`src/rtl/tt_window_pkg.sv`:
```
package tt_window_pkg;

  // Strobes from control to datapath, evaluated once per clock.
  typedef struct packed {
    logic cntClr;   // force cycle counter to zero
    logic cntInc;   // step cycle counter
    logic cntWrap;  // step lands on zero (counter at limit)
    logic winClr;   // close window immediately
    logic winLoad;  // (re)open window with full width
    logic winDec;   // consume one bit time of the window
  } dpStrobes_t;

endpackage

```
`src/rtl/tt_window_ctrl.sv`:
```
module tt_window_ctrl
  import tt_window_pkg::*;
#(
  parameter int CFG_W    = 16,
  parameter int MAXC_W   = 3,
  parameter int MAXC_LSB = 8,
  parameter int WIN_W    = 4,
  parameter int CNT_W    = (1 << MAXC_W) - 2,
  parameter int REM_W    = WIN_W + 1
) (
  input  logic             clk,
  input  logic             rstN,
  input  logic             cfgWe,
  input  logic [CFG_W-1:0] cfgWdata,
  input  logic             cycleStart,
  input  logic             markHit,
  input  logic             bitTick,
  input  logic [CNT_W-1:0] cycleCount,
  input  logic             winActive,
  output dpStrobes_t       strb,
  output logic [CFG_W-1:0] cfgRdata,
  output logic             ttMode,
  output logic [REM_W-1:0] winLoadVal
);

  localparam int EVT_CODE = (1 << MAXC_W) - 1;

  logic [MAXC_W-1:0] maxCode;
  logic [WIN_W-1:0]  winCode;
  logic [CNT_W-1:0]  cycleMax;
  logic              newIsEvent;

  always_ff @(posedge clk or negedge rstN) begin
    if (!rstN) begin
      maxCode <= '1;
      winCode <= '0;
    end else if (cfgWe) begin
      maxCode <= cfgWdata[MAXC_LSB +: MAXC_W];
      winCode <= cfgWdata[0 +: WIN_W];
    end
  end

  assign ttMode     = (maxCode != MAXC_W'(EVT_CODE));
  assign newIsEvent = (cfgWdata[MAXC_LSB +: MAXC_W] == MAXC_W'(EVT_CODE));

  // Limit decode: code 0 -> 0, code n -> 2^n - 1.
  always_comb begin
    cycleMax = '0;
    for (int i = 1; i < EVT_CODE; i++) begin
      if (maxCode == MAXC_W'(i)) cycleMax = CNT_W'((64'd1 << i) - 64'd1);
    end
  end

  always_comb begin
    strb.cntClr  = cfgWe || !ttMode;
    strb.cntInc  = ttMode && cycleStart && !cfgWe;
    strb.cntWrap = ttMode && cycleStart && !cfgWe && (cycleCount == cycleMax);
    strb.winClr  = !ttMode || (cfgWe && newIsEvent);
    strb.winLoad = ttMode && markHit && !(cfgWe && newIsEvent);
    strb.winDec  = bitTick && winActive;
  end

  assign winLoadVal = REM_W'(winCode) + REM_W'(1);

  always_comb begin
    cfgRdata = '0;
    cfgRdata[MAXC_LSB +: MAXC_W] = maxCode;
    cfgRdata[0 +: WIN_W]         = winCode;
  end

endmodule

```
`src/rtl/tt_window_dp.sv`:
```
module tt_window_dp
  import tt_window_pkg::*;
#(
  parameter int CNT_W = 6,
  parameter int REM_W = 5
) (
  input  logic             clk,
  input  logic             rstN,
  input  dpStrobes_t       strb,
  input  logic [REM_W-1:0] winLoadVal,
  output logic [CNT_W-1:0] cycleCount,
  output logic             winActive
);

  logic [REM_W-1:0] winRemain;

  always_ff @(posedge clk or negedge rstN) begin
    if (!rstN) begin
      cycleCount <= '0;
    end else if (strb.cntClr || strb.cntWrap) begin
      cycleCount <= '0;
    end else if (strb.cntInc) begin
      cycleCount <= cycleCount + CNT_W'(1);
    end
  end

  always_ff @(posedge clk or negedge rstN) begin
    if (!rstN) begin
      winRemain <= '0;
    end else if (strb.winClr) begin
      winRemain <= '0;
    end else if (strb.winLoad) begin
      winRemain <= winLoadVal;
    end else if (strb.winDec) begin
      winRemain <= winRemain - REM_W'(1);
    end
  end

  assign winActive = (winRemain != '0);

endmodule

```
`src/rtl/tt_cycle_window.sv`:
```
module tt_cycle_window
  import tt_window_pkg::*;
#(
  parameter int CFG_W    = 16,
  parameter int MAXC_W   = 3,
  parameter int MAXC_LSB = 8,
  parameter int WIN_W    = 4,
  localparam int CNT_W   = (1 << MAXC_W) - 2,
  localparam int REM_W   = WIN_W + 1
) (
  input  logic             clk,
  input  logic             rstN,
  input  logic             cfgWe,
  input  logic [CFG_W-1:0] cfgWdata,
  output logic [CFG_W-1:0] cfgRdata,
  input  logic             bitTick,
  input  logic             cycleStart,
  input  logic             markHit,
  output logic [CNT_W-1:0] cycleCount,
  output logic             ttMode,
  output logic             txWindow
);

  dpStrobes_t       strb;
  logic [REM_W-1:0] winLoadVal;
  logic             winActive;

  tt_window_ctrl #(
    .CFG_W(CFG_W), .MAXC_W(MAXC_W), .MAXC_LSB(MAXC_LSB),
    .WIN_W(WIN_W), .CNT_W(CNT_W), .REM_W(REM_W)
  ) u_ctrl (
    .clk(clk), .rstN(rstN), .cfgWe(cfgWe), .cfgWdata(cfgWdata),
    .cycleStart(cycleStart), .markHit(markHit), .bitTick(bitTick),
    .cycleCount(cycleCount), .winActive(winActive), .strb(strb),
    .cfgRdata(cfgRdata), .ttMode(ttMode), .winLoadVal(winLoadVal)
  );

  tt_window_dp #(.CNT_W(CNT_W), .REM_W(REM_W)) u_dp (
    .clk(clk), .rstN(rstN), .strb(strb), .winLoadVal(winLoadVal),
    .cycleCount(cycleCount), .winActive(winActive)
  );

  assign txWindow = winActive;

endmodule

```
`config.mk`:
```
export PLATFORM = sky130hd
export DESIGN_NAME = tt_cycle_window
export DESIGN_NICKNAME = d
export VERILOG_FILES = /design/src/rtl/tt_window_pkg.sv /design/src/rtl/tt_window_ctrl.sv /design/src/rtl/tt_window_dp.sv /design/src/rtl/tt_cycle_window.sv
export SDC_FILE = /design/constraint.sdc
export NUM_CORES = 1
export LEC_CHECK = 0
export BUFFER_PORTS_ARGS = -buffer_cell sky130_fd_sc_hd__buf_2
export CAP_MARGIN = 40
export CORE_ASPECT_RATIO = 1.1
export CORE_MARGIN = 2
export CORE_UTILIZATION = 49
export CTS_BUF_LIST = sky130_fd_sc_hd__clkbuf_8
export CTS_CLUSTER_SIZE = 20
export DETAILED_ROUTE_END_ITERATION = 8
export PLACE_DENSITY_LB_ADDON = 0.05
export SYNTH_ARGS = -nofsm -noshare
export SYNTH_HDL_FRONTEND = slang
export SYNTH_SLANG_ARGS = --single-unit
```
`constraint.sdc`:
```
create_clock -name clk -period 5.3 [get_ports clk]
set_input_delay 0.53 -clock clk [delete_from_list [all_inputs] [get_ports clk]]
set_output_delay 0.53 -clock clk [all_outputs]
set_load 0.1 [all_outputs]
```
==> flow_summary_export.csv <==
group,metric,value,unit
clock_network,cts_buffer_depth,2,
drt,wirelength,2303,um
synthesis,synth-seq-cells,18,
die,die_y,56.97,um
die,core_region_area,2472,um2
drt,route.vias.total,985,
timing,max_freq,428.9,MHz
synthesis,yosysUniqueCellTypes,40,
synthesis,synth_warnings,0,
placed_design,portBuffers,27,
clock_network,post_cts_buffers,0,
timing,setup_viol,0,
die,die_w,52.16,um
synthesis,async_reset_ff_share,100.0,%
die,start_util,50.56,%
drt,drt_pass1_iterations,4,
die,rows,19,
timing,finalCritPeriodShare,43.99,%
final_layout,finalNetCount,180,
pwr,power,0.4679,mW
timing,fin_crit,2332,ps
timing,drv_slew,0,
synthesis,synth_enable_flop_cells,0,
worst_setup_path,worstSetupPathType,"reg2out",
worst_setup_path,critPathCaptureType,"primary output",
timing,rsz0062_at_grt,"false",
clock_network,cts_root_buf,"clkbuf_8",
drt,detail_route.iter0.violations,13,
final_layout,syn_to_final_growth,9.810,%
final_layout,final_cell_mix,"27 x buf_2, 15 x dfrtp_1, 13 x nand2_1",
final_layout,layout_commonest_cell,"buf_2",
synthesis,yosys_most_used_dff,"dfrtp_1",
worst_hold_path,hold_path_class,"in2async",
clock_network,clock_latency,250,ps
global_routing,antenna_found_initial,0,
drt,postRouteAntennaNets,0,
status,outcome,"finished clean",
synthesis,synth_cells,132,
global_routing,grt.met3_usage,2.618,%
global_routing,grt_max_degree,19,
worst_setup_path,crit_fanout,7,
clock_network,cts_htree_levels,1,
clock_network,cts_tree,"yes",
synthesis,syn_area,1250,um2
clock_network,hold_buffers,0,
global_routing,grt-ovfl-total,0,
clock_network,cts.sinks,18,
pwr,vdd_ir_drop_max,0.2516,mV
final_layout,drive_gt1_share,28.76,%
clock_network,post_cts_resized,0,
worst_setup_path,crit_arrival,1800,ps
global_routing,use_met2,29.29,%
clock_network,cts_buffers,3,
synthesis,avgSynthCellArea,9.469,um2
placed_design,gp_congestion,0.6973,
worst_setup_path,cp.required,4770,ps
drt,vias_per_cell,5.353,
pwr,total_leakage_power,0.6235,nW
global_routing,gr-max-usage-layer,"met2",
clock_network,clk_pin_slew,70,ps
drt,routedWlPerCell,12.52,um
drt,drc_errors,0,
timing,setup_tns,0,ps
synthesis,synth.yosys.seq_area_share,36.34,%
global_routing,grt_pass1_wl,3857,um
placed_design,dpl.hpwl,1749,um
timing,hold_viol,0,
global_routing,first_global_vias,860,
global_routing,grtUsageTotal,17.24,%
die,die_area,2971,um2
pwr,power.density,340.9,nW/um2
timing,skew,3.499,ps
final_layout,antenna_cells,0,
die,io_pins,46,
job,cap_violations,0,
worst_setup_path,startpoint_type,"register",
global_routing,use_met1,21.94,%
synth_stat cells, types with 2 or more instances:
master	count	share of area, %
buf_2	2	0.80
clkbuf_1	2	0.60
a21oi_1	3	1.2
inv_1	4	1.2
dfstp_2	3	6.3
xor2_1	3	2.1
dfrtp_1	15	30
xnor2_1	8	5.6
buf_6	2	1.8
nand3_1	5	2.0
nor2_1	11	3.3
nor3b_1	5	3.0
o21ai_0	3	1.2
nand2_1	13	3.9
ha_1	4	4.0
buf_4	11	6.6
nand4_1	5	2.5
mux2_2	6	5.4
a211oi_1	6	3.6
sequential cells by signal (all words and copies together) (netlist names):
name and cells:
u_dp.cycleCount 6, u_dp.winRemain 5, u_ctrl.winCode 4, u_ctrl.maxCode 3
final cells by class:
type                    instances  area [um2]
repair buffers                 27       135.1
flip-flops and latches         18       454.2
multi-input cells             100       674.4
inverters                       4       15.01
clock buffers                   4       55.05
well taps                      31       38.79
fillers                       256        1100
routing by layer:
layer / share of wire (%) / vias up
met3: 5.0 / 3
met2: 49 / 24
li1: - / 488
met4: 1.3 / 0
met5: 0 / -
met1: 45 / 470
power breakdown:
part	leakage [nW]	switching, mW	internal, mW	total, mW
Sequential	0.222	0.0226	0.155	0.177
Clock	0.0288	0.0439	0.0660	0.110
Combinational	0.372	0.136	0.0452	0.181
cell families (layout without fill, tap and decap cells):
logic type / Yosys count / in the layout / share of synthesized area (%)
buffers and inverters: 22 / 35 / 12.11
other: 1 / 9 / 0.3000
multiplexers: 7 / 7 / 6.206
AND/OR/NAND/NOR: 48 / 48 / 20.62
AO/OA/AOI/OAI: 21 / 21 / 12.71
XOR/XNOR: 11 / 11 / 7.708
flip-flops: 18 / 18 / 36.34
adder cells (fa/ha/maj): 4 / 4 / 4.004
stage by stage:
step	hold slack [ps]	worst slack [ps]	area, um2	std cells	util [%]
final	189.9	2968	1373	184	55.52
after global routing	211.5	2874	1373	184	55.52
after CTS	200.9	2952	1373	184	55.52
after detailed placement	479.7	3240	1318	180	53.29
after global placement	478.3	3268	1318	180	53.29
after floorplan	234.4	2354	1280	140	-
worst max-delay path, cell delays in order, from the launching register on:
cell and delay (ps):
dfrtp_1 400, inv_1 90, ha_1 150, or4b_1 560, buf_2 350
worst paths after layout:
| path | cells after the start | end | startpoint | slack, ps |
|---|---|---|---|---|
| setup / recovery | 4 | txWindow | u_dp.winRemain[0] | 2970 |
| hold / removal | 1 | u_dp.cycleCount[1] | rstN | 190 |
| setup reg to reg | 5 | u_dp.cycleCount[5] | u_ctrl.maxCode[1] | 3310 |
| hold reg to reg | 1 | u_dp.winRemain[0] | u_ctrl.winCode[0] | 530 |
| max in group asynchronous | 1 | u_ctrl.maxCode[0] | rstN | 4800 |
| min in group clk | 3 | u_ctrl.maxCode[2] | cfgWdata[10] | 510 |
No activity file was read; power rests on OpenSTA's default activity.
